[src/rtl/pcieWinPkg.sv]
package pcieWinPkg;

  // register field selected by the control decoder
  typedef enum logic [2:0] {
    FLD_NONE,
    FLD_BASE_LO,
    FLD_BASE_HI,
    FLD_MASK_LO,
    FLD_MASK_HI,
    FLD_SCRATCH
  } fld_e;

  // strobes from control to datapath
  typedef struct packed {
    logic       wr;
    logic       rd;
    fld_e       fld;
    logic [2:0] win;
  } regStb_t;

  localparam logic [31:0] REG_4K_CODE = 32'h0000_7001;
  localparam logic [63:0] REG_4K_MASK = 64'hFFFF_FFFF_FFFF_F000;

endpackage

[src/rtl/pcieWinCtrl.sv]
module pcieWinCtrl
  import pcieWinPkg::*;
#(
  parameter int              ADDR_W    = 10,
  parameter logic [ADDR_W-1:0] INST_BASE = 'h100,
  parameter int              NUM_OB    = 3
) (
  input  logic              regWr,
  input  logic              regRd,
  input  logic [ADDR_W-1:0] regAddr,
  output regStb_t           stb,
  output logic              ownSel
);
  localparam int OFS_W = 5;
  localparam logic [2:0] G_CFG = 3'(NUM_OB);
  localparam logic [2:0] G_MSG = 3'(NUM_OB + 1);
  localparam logic [2:0] G_REG = 3'(NUM_OB + 2);
  localparam logic [2:0] G_SCR = 3'(NUM_OB + 3);
  localparam logic [2:0] W_REG = 3'(NUM_OB + 2);

  logic [2:0] grp;
  logic [1:0] sub;
  fld_e       fld;
  logic [2:0] win;

  always_comb begin
    grp = regAddr[OFS_W-1:2];
    sub = regAddr[1:0];
    fld = FLD_NONE;
    win = '0;
    if (grp < G_CFG) begin
      win = grp + 3'd2;
      case (sub)
        2'd0:    fld = FLD_BASE_LO;
        2'd1:    fld = FLD_BASE_HI;
        2'd2:    fld = FLD_MASK_LO;
        default: fld = FLD_MASK_HI;
      endcase
    end else if (grp == G_SCR) begin
      if (sub == 2'd0) fld = FLD_SCRATCH;
    end else if (sub != 2'd3) begin
      if (grp == G_CFG)      win = 3'd0;
      else if (grp == G_MSG) win = 3'd1;
      else                   win = W_REG;
      if (grp == G_CFG || grp == G_MSG || grp == G_REG) begin
        case (sub)
          2'd0:    fld = FLD_BASE_LO;
          2'd1:    fld = FLD_BASE_HI;
          default: fld = FLD_MASK_LO;
        endcase
      end
    end
  end

  assign ownSel  = (regAddr[ADDR_W-1:OFS_W] == INST_BASE[ADDR_W-1:OFS_W]);
  assign stb.wr  = regWr & ownSel;
  assign stb.rd  = regRd & ownSel;
  assign stb.fld = fld;
  assign stb.win = win;

endmodule

[src/rtl/pcieWinPath.sv]
module pcieWinPath
  import pcieWinPkg::*;
#(
  parameter int NUM_OB  = 3,
  parameter int NUM_WIN = NUM_OB + 3
) (
  input  logic        clk,
  input  logic        rst,
  input  regStb_t     stb,
  input  logic [31:0] regWdata,
  output logic [31:0] regRdata,
  output logic        regRack,
  input  logic        lkValid,
  input  logic [63:0] lkAddr,
  output logic        lkDone,
  output logic        lkHit,
  output logic [2:0]  lkWin,
  output logic [63:0] lkOffset,
  output logic [63:0] lkSize
);
  localparam int REG_IDX = NUM_OB + 2;

  logic [63:0] baseW   [NUM_WIN];
  logic [31:0] mLoW    [NUM_WIN];
  logic [31:0] mHiW    [NUM_WIN];
  logic [63:0] effMask [NUM_WIN];
  logic [NUM_WIN-1:0] hitV;
  logic [31:0] scratchR;

  for (genvar i = 0; i < NUM_WIN; i++) begin : gWin
    localparam bit IS_OB  = (i >= 2) && (i < 2 + NUM_OB);
    localparam bit IS_REG = (i == REG_IDX);
    logic [63:0] baseR;
    logic [31:0] mLoR;
    logic        wrMe;

    assign wrMe = stb.wr && (stb.win == 3'(i));

    always_ff @(posedge clk) begin
      if (rst) begin
        baseR <= '0;
        mLoR  <= '0;
      end else if (wrMe) begin
        case (stb.fld)
          FLD_BASE_LO: baseR[31:0]  <= regWdata;
          FLD_BASE_HI: baseR[63:32] <= regWdata;
          FLD_MASK_LO: mLoR         <= regWdata;
          default: ;
        endcase
      end
    end

    if (IS_OB) begin : gHi
      logic [31:0] mHiR;
      always_ff @(posedge clk) begin
        if (rst) mHiR <= '0;
        else if (wrMe && stb.fld == FLD_MASK_HI) mHiR <= regWdata;
      end
      assign mHiW[i] = mHiR;
    end else begin : gNoHi
      assign mHiW[i] = '1;
    end

    if (IS_REG) begin : gReg
      assign effMask[i] = (mLoR == REG_4K_CODE) ? REG_4K_MASK
                                                : {mHiW[i], mLoR[31:1], 1'b0};
    end else begin : gPlain
      assign effMask[i] = {mHiW[i], mLoR[31:1], 1'b0};
    end

    assign baseW[i] = baseR;
    assign mLoW[i]  = mLoR;
    assign hitV[i]  = mLoR[0] && (((lkAddr ^ baseR) & effMask[i]) == '0);
  end

  always_ff @(posedge clk) begin
    if (rst) scratchR <= '0;
    else if (stb.wr && stb.fld == FLD_SCRATCH) scratchR <= regWdata;
  end

  // read mux
  logic [31:0] rdMux;
  always_comb begin
    rdMux = '0;
    if (stb.fld == FLD_SCRATCH) rdMux = scratchR;
    else begin
      for (int i = 0; i < NUM_WIN; i++) begin
        if (stb.win == 3'(i)) begin
          case (stb.fld)
            FLD_BASE_LO: rdMux = baseW[i][31:0];
            FLD_BASE_HI: rdMux = baseW[i][63:32];
            FLD_MASK_LO: rdMux = mLoW[i];
            FLD_MASK_HI: rdMux = mHiW[i];
            default: ;
          endcase
        end
      end
    end
  end

  always_ff @(posedge clk) begin
    if (rst) begin
      regRack  <= 1'b0;
      regRdata <= '0;
    end else begin
      regRack  <= stb.rd;
      regRdata <= stb.rd ? rdMux : '0;
    end
  end

  // priority pick: lowest index wins
  logic        anyHit;
  logic [2:0]  pick;
  logic [63:0] selMask;
  always_comb begin
    anyHit  = 1'b0;
    pick    = '0;
    selMask = '0;
    for (int i = NUM_WIN - 1; i >= 0; i--) begin
      if (hitV[i]) begin
        anyHit  = 1'b1;
        pick    = 3'(i);
        selMask = effMask[i];
      end
    end
  end

  always_ff @(posedge clk) begin
    if (rst) begin
      lkDone   <= 1'b0;
      lkHit    <= 1'b0;
      lkWin    <= '0;
      lkOffset <= '0;
      lkSize   <= '0;
    end else begin
      lkDone <= lkValid;
      lkHit  <= lkValid & anyHit;
      if (lkValid) begin
        lkWin    <= anyHit ? pick : '0;
        lkOffset <= anyHit ? (lkAddr & ~selMask) : '0;
        lkSize   <= anyHit ? (~selMask + 64'd1) : '0;
      end
    end
  end

  assert_rack_R9: assert property (@(posedge clk) disable iff (rst)
    stb.rd |=> regRack);
  assert_done_R11: assert property (@(posedge clk) disable iff (rst)
    lkValid |=> lkDone);
  assert_idle_R11: assert property (@(posedge clk) disable iff (rst)
    !lkValid |=> (!lkDone && !lkHit));
  assert_reset_R2: assert property (@(posedge clk) disable iff (rst)
    $past(rst) |-> (!lkHit && !regRack));

endmodule

[src/rtl/pcieOutWinDec.sv]
module pcieOutWinDec
  import pcieWinPkg::*;
#(
  parameter int                ADDR_W    = 10,
  parameter logic [ADDR_W-1:0] INST_BASE = 'h100,
  parameter int                NUM_OB    = 3
) (
  input  logic              clk,
  input  logic              rst,
  input  logic              regWr,
  input  logic              regRd,
  input  logic [ADDR_W-1:0] regAddr,
  input  logic [31:0]       regWdata,
  output logic [31:0]       regRdata,
  output logic              regRack,
  input  logic              lkValid,
  input  logic [63:0]       lkAddr,
  output logic              lkDone,
  output logic              lkHit,
  output logic [2:0]        lkWin,
  output logic [63:0]       lkOffset,
  output logic [63:0]       lkSize
);
  localparam int NUM_WIN = NUM_OB + 3;

  regStb_t stb;
  logic    ownSel;

  pcieWinCtrl #(.ADDR_W(ADDR_W), .INST_BASE(INST_BASE), .NUM_OB(NUM_OB)) i_ctrl (
    .regWr  (regWr),
    .regRd  (regRd),
    .regAddr(regAddr),
    .stb    (stb),
    .ownSel (ownSel)
  );

  pcieWinPath #(.NUM_OB(NUM_OB), .NUM_WIN(NUM_WIN)) i_path (
    .clk     (clk),
    .rst     (rst),
    .stb     (stb),
    .regWdata(regWdata),
    .regRdata(regRdata),
    .regRack (regRack),
    .lkValid (lkValid),
    .lkAddr  (lkAddr),
    .lkDone  (lkDone),
    .lkHit   (lkHit),
    .lkWin   (lkWin),
    .lkOffset(lkOffset),
    .lkSize  (lkSize)
  );

  assert_foreign_R8: assert property (@(posedge clk) disable iff (rst)
    (regRd && !ownSel) |=> !regRack);

endmodule

[config.mk]
export PLATFORM = sky130hd
export DESIGN_NAME = pcieOutWinDec
export DESIGN_NICKNAME = d
export VERILOG_FILES = /design/src/rtl/pcieWinPkg.sv /design/src/rtl/pcieWinCtrl.sv /design/src/rtl/pcieWinPath.sv /design/src/rtl/pcieOutWinDec.sv
export SDC_FILE = /design/constraint.sdc
export NUM_CORES = 2
export LEC_CHECK = 0
export BUFFER_PORTS_ARGS = -buffer_cell sky130_fd_sc_hd__buf_2
export CAP_MARGIN = 10
export CORE_UTILIZATION = 35
export CTS_CLUSTER_DIAMETER = 150
export DETAILED_ROUTE_END_ITERATION = 12
export RECOVER_POWER = 50
export SYNTH_ARGS = -nofsm -noshare
export SYNTH_HDL_FRONTEND = slang
export SYNTH_HIERARCHICAL = 1
export SYNTH_SLANG_ARGS = --single-unit
export TNS_END_PERCENT = 30
[constraint.sdc]
create_clock -name clk -period 16 [get_ports clk]
set_input_delay 2.4 -clock clk [delete_from_list [all_inputs] [get_ports clk]]
set_output_delay 2.4 -clock clk [all_outputs]
set_load 0.02 [all_outputs]
---- Word-level counts from Yosys, hierarchy flattened ----
Cells that the tools add are included.
word-level totals
  output and inout port bits .............. 166
  flip-flop bits (word level) ............. 870
  logic and storage cells ................. 162
  bits of input ports ..................... 111
  memories kept ........................... 0
  ROM bits ................................ 0
  bits in writable memories ............... 0
  latch bits .............................. 0
cells by class
  multiply operators ...................... 0
  equal/unequal tests ..................... 19
  muxes and demuxes ....................... 48
  bitwise logic cells ..................... 18
  magnitude comparators ................... 1
  reduce and logical (&&, ||, !) cells .... 45
  $add $sub $neg .......................... 2
  shifts and indexed selects .............. 0
  div/mod/pow operators ................... 0
operators with widths
  operator                                                                 number
  32-bit case mux with 4 select lines                                      6
  64-bit 2-to-1 mux                                                        8
  64-bit bitwise AND                                                       7
  64-bit zero test                                                         6
  64-bit XOR                                                               6
  32-bit 2-to-1 mux                                                        9
  64-bit by 1-bit adder with 64-bit output, second input constant          1
  64-bit NOT                                                               1
  3-bit 2-to-1 mux                                                         17
  2-bit AND reduction                                                      18
  32-bit by 15-bit equality test with 1-bit output, second input constant  1
  3-bit equality test, second input constant                               7
  1-bit logical AND                                                        16
  3-bit by 2-bit equality test with 1-bit output, second input constant    5
  3-bit case mux with 3 select lines                                       1
  3-bit by 1-bit equality test with 1-bit output, second input constant    2
  1-bit 2-to-1 mux                                                         6
  5-bit by 4-bit equality test with 1-bit output, second input constant    1
  2-bit case mux with 2 select lines                                       1
  3-bit by 2-bit adder with 3-bit output, second input constant            1
  1-bit bitwise AND                                                        3
  3-bit zero test                                                          1
  3-bit by 2-bit < comparator with 1-bit output, second input constant     1
  2-bit by 1-bit equality test with 1-bit output, second input constant    1
  other kinds (6)                                                          7

---- Logic depth before layout (Yosys ltp) ----
  depth after elaboration ................. 22
  depth in mapped cells ................... 21
  mapped depth without buffers ............ 14

---- Modules after synthesis ----
Netlist, hierarchy kept.
by module, submodules not included
  module       area each (um2)  seq. area each (um2)  cells an instance  instances
  pcieWinPath  49767.7          17396.7               6729               1
  pcieWinCtrl  275.3            0.0                   40                 1

---- Least setup slack after synthesis ----
Ideal clock, no wire load.
  path type ............................... input-to-reg
  start point ............................. in lkAddr[15]
  end point ............................... reg i_path.lkSize[35]
  buffers on the path ..................... 9
  data required time ...................... 15875 ps
  arrival ................................. 6720 ps
  library setup time ...................... 125 ps
  stages on the path ...................... 21
  path slack .............................. 9155 ps
  path through ............................ clkbuf_1 xor2_1 a22oi_1 nand2_1 nor4_4 nand3_1 buf_2 buf_2 clkbuf_1 buf_1 clkbuf_1 clkbuf_1 clkbuf_1 o21bai_1 ha_1 nand4_1 or3_1 clkbuf_2 or4_4 xnor2_1 o21ai_1
on the way
  longest elaborated chain between the ends .. 13
  elaborated cells between the ends (all ways) .. 39
  classes of those cells .................. 1 x add/sub; 13 x mux; 13 x bitwise; 12 x reduce/logical
ends and longest elaborated chain
  element                                   RTL line             source
  from (decl)                               pcieOutWinDec.sv:17  input logic [63:0] lkAddr,
  64-bit XOR                                pcieWinPath.sv:73    assign hitV[i] = mLoR[0] && (((lkAddr ^ baseR) & effMask[i]) == '0);
  64-bit bitwise AND                        pcieWinPath.sv:73
  64-bit zero test                          pcieWinPath.sv:73
  1-bit logical AND                         pcieWinPath.sv:73
  64-bit 2-to-1 mux (6 in a row)            pcieWinPath.sv:120   if (hitV[i]) begin
  64-bit NOT                                pcieWinPath.sv:141   lkSize <= anyHit ? (~selMask + 64'd1) : '0;
  64-bit by 1-bit adder with 64-bit output  pcieWinPath.sv:141
  64-bit 2-to-1 mux (*)                     pcieWinPath.sv:141
  to (signal assigned)                      pcieWinPath.sv:141
  to (decl)                                 pcieWinPath.sv:19    output logic [63:0] lkSize
Mark *: on every way between the ends. The rest lies on a longest branch, timed or not.
A chain may end at the register's enable or synchronous reset.

---- Worst setup path in the final report ----
  start point ............................. in rst
  end point ............................... reg i_path.gWin[0].baseR[39]
RTL lines
  element               RTL line            source
  from (decl)           pcieOutWinDec.sv:9  input logic rst,
  to (signal assigned)  pcieWinPath.sv:46   FLD_BASE_HI: baseR[63:32] <= regWdata;
  to (decl)             pcieWinPath.sv:33   logic [63:0] baseR;
No word-level cell between the ends.

==> key figures <==
Critical path
  – Worst-path cell chain: clkbuf_1, clkbuf_1, clkbuf_1, buf_4, a21oi_1
  – Crit path launch type: input port
  – Cell count of the worst reg-to-reg path: 15
  – Max incr delay on CP: 3.33 ns
  – Reg-to-Reg Start: i_path/gWin[3].baseR[20]
  – Crit path required time: 16.57 ns
  – Critical path class: in2reg
  – Reg2reg setup slack: 9.20 ns
  – Most common cell on crit path: clkbuf_1
  – Worst Path Buf+Inv: 4
  – Delay-heaviest family, CP: buffers and inverters
  – Crit end category: flop
  – Largest fanout on the critical path: 82
  – CP arrival: 12.86 ns
  – R2r endpoint: i_path/lkSize[62]
  – Slowest stage cell, crit path: clkbuf_1

Clock network
  – Worst-path clk slew: 0.06 ns
  – CTS buffer count: 100
  – H-Tree Depth: 3
  – Postcts setup bufs: 0
  – CTS root buf: clkbuf_16
  – TritonCTS Sinks: 869
  – Clock tree buffer depth: 3
  – CTS tree: built
  – Hold Buf Count CTS: 0
  – CTS resizes: 0
  – Later-pin clock latency in the skew report: 0.81 ns

STA
  – Max-slew violations: 614
  – Hold Fails Final Rpt: 0
  – Final setup fails: 0
  – Crit path time final: 12.30 ns
  – Worst-Margin Slew: 4.86 ns
  – Tcrit/Tclk final: 0.768
  – Worst Skew: 0.0782 ns
  – Setup TNS: 0 ns
  – RSZ-0062 raised after global routing: false
  – Max Freq: between 80 and 90 MHz
  – Slew Limit Headroom: -2.24

Routing
  – Post-Route WL: 427000 um
  – Per-cell routed wire length: just under 50 um
  – Initial DRC Count: 12800
  – Final ANT Viol Nets: 0
  – Vias: 62300
  – Vias/cell: 7.06
  – DRT Pass-1 Iters: 10
  – Detailed-route DRC error count: 0

GRT
  – Overall routing resource usage: 0.565
  – Antenna violations before repair: 63
  – Met1 Use GR: 0.679
  – Gr ovfl total: 0
  – Met3 usage: 0.292
  – Largest net degree at the start of global routing: 203
  – Vias in the first global route: 54500
  – Most Crowded Layer GR: met2
  – Met2 Use GR: 0.720
  – First-pass GRT wire length: between 500000 and 600000 um

Logic synthesis
  – Prevailing post-synth register cell: dfxtp_1
  – Ys Warns: 6
  – Synth Area in Compound Gates: 0.254
  – Post-synthesis sequential area ratio: 0.348
  – Async SR Flop Fraction: 0
  – Post-Syn Instances: 6769
  – Synthesized-area fraction occupied by adder cells: 0.00223
  – Multiplexer area fraction after synthesis: 0.0388
  – Post-Syn Area: 50000 um2
  – EDFF count, synth: 0
  – Largest family of logic cells by synthesized area: compound AO/OA/AOI/OAI gates
  – Netlist cell types: 100
  – #FFs+latches synth: 869
  – Simple logic cell fraction of the synthesized area: 0.225
  – Post-Syn Nets: 6888
  – Xor and xnor area share after synthesis: 0.0767
  – Post-Syn Area per Cell: ~7.4 um2

Pwr
  – Power per cell area: between 90 and 100 nW/um2
  – LEAKAGE: 20.2 nW
  – Sw power: 0.00159 W
  – Switching portion of total power: 0.301
  – VDD IR max: 0.103 mV
  – Flop pwr share: 0.410
  – Internal power: 0.00370 W
  – Combinational power share: 0.109
  – Clock power share: 0.482

Status
  – Outcome: complete, but fails checks
  – Failing checks: capacitance limit, slew limit

Worst hold path
  – Min-Delay Startpoint: i_path/lkOffset[14]
  – Number of cells on the worst hold path: 2
  – Hold EP: i_path/lkOffset[14]
  – Hold Crit Class: reg2reg

Cells and area
  – Area grow syn2layout: 14.5%
  – Proportion of layout cells with a drive suffix above 1: 0.120
  – Most common cell after layout, fill and taps aside: nand2_1
  – Finished Cell Area: 57300 um2
  – Most frequent cells in the layout: 1750 x nand2_1, 869 x dfxtp_1, 835 x a21oi_1, 390 x a22oi_1, 364 x xor2_1
  – Util after Layout: 0.404
  – Layout Nets: around 6900

Floorplan
  – Total core area: 142000 um2
  – I/O pins: roughly 280
  – Die area: approximately 140000 um2
  – Die Wd: 380 um
  – Initial Util: 0.353
  – # rows: 138
  – Die Ht: 380 um

Placed design
  – Placer Congestion: 1.10
  – Final HPWL DP: just over 300000 um
  – Port bufs: 275
  – Placed Area: 53900 um2

Flow run
  – Max cap viols: 16
-- synth_stat cells (all sizes together) (52+ instances only) --
library cell | number | share of area
buf | 141 | 0.015
xor2 | 364 | 0.064
nand3 | 152 | 0.015
clkbuf | 512 | 0.038
nand2 | 1761 | 0.13
mux2i | 52 | 0.010
mux2 | 126 | 0.028
a31oi | 56 | 0.0070
o21ai | 240 | 0.024
nor2 | 236 | 0.018
a21oi | 836 | 0.084
a22oi | 395 | 0.060
xnor2 | 74 | 0.013
dfxtp | 869 | 0.35
o221ai | 60 | 0.011
nand4 | 119 | 0.015
nor3 | 87 | 0.0091
nor4 | 68 | 0.010
-- logic make-up after synthesis --
group / Yosys count
xor gates and xnor gates: 438
other: 1
DFF: 869
adders and majority gates: 9
buffers and inverters: 679
and+or+nand+nor: 2605
muxes: 178
AOI/OAI and AO/OA: 1990
-- registers in the layout, indices dropped and copies added, names as in the netlist --
| signal | flops |
|---|---|
| i_path/regRdata | 32 |
| i_path/lkSize | 63 |
| i_path/scratchR | 32 |
| i_path/lkOffset | 64 |
| i_path/gWin.mLoR | 192 |
| i_path/gWin.baseR | 384 |
| i_path/regRack | 1 |
| i_path/lkDone | 1 |
| i_path/lkHit | 1 |
| i_path/lkWin | 3 |
| i_path/gWin.gHi.mHiR | 96 |
-- worst max path at each step --
stage | startpoint | to | slack [ns] | depth (start not counted)
after global placement | lkAddr[47] | i_path/lkSize[61] | 6.95 | 15
final | rst | i_path/gWin[0].baseR[39] | 3.70 | 5
after global routing | rst | i_path/gWin[0].baseR[48] | 4.03 | 5
after CTS | lkAddr[47] | i_path/lkSize[61] | 7.81 | 15
after detailed placement | lkAddr[47] | i_path/lkSize[61] | 7.05 | 15
after floorplan | lkAddr[15] | i_path/lkSize[35] | 9.16 | 21
-- layout make-up --
cell class / count / area (um2)
diodes: 36 / 90.1
clock inverters: 45 / 686
clock buffers: 139 / 2870
repair buffers: 593 / 3590
inverters: 26 / 97.6
multi-input cells: 5221 / 30200
flip-flops and latches: 869 / 17400
well taps: 1890 / 2360
fillers: 14900 / 84500
-- worst min-delay path: stages, from the launching register on --
cell and delay (ns):
dfxtp_1 0.30, nand2_1 0.05, nand2_1 0.04
-- layer usage --
layer | part of all wire | wire (um) | vias up
li1 | - | - | 24100
met1 | 0.36 | 155000 | 30200
met5 | 0.0013 | 548 | -
met4 | 0.11 | 45700 | 38
met3 | 0.16 | 69300 | 1620
met2 | 0.37 | 157000 | 6330
-- power by group through the flow --
stage	clock network, W	logic, W	registers [W]
4_1_cts	0.00254	0.000519	0.00217
3_3_place_gp	0	0.000519	0.00221
3_5_place_dp	0	0.000518	0.00221
2_1_floorplan	0	0.000231	0.00221
5_1_grt	0.00262	0.000537	0.00216
6_report	0.00255	0.000575	0.00217
-- per-stage QoR --
step	total power [W]	hold slack [ns]	cells	worst slack [ns]
4_1_cts	0.00522	0.435	8781	7.81
2_1_floorplan	0.00244	0.434	6769	9.16
3_5_place_dp	0.00273	0.426	8597	7.05
3_3_place_gp	0.00273	0.422	8597	6.95
6_report	0.00529	0.434	8819	3.70
5_1_grt	0.00532	0.450	8790	4.03
Power figures use the tool's default switching activity.
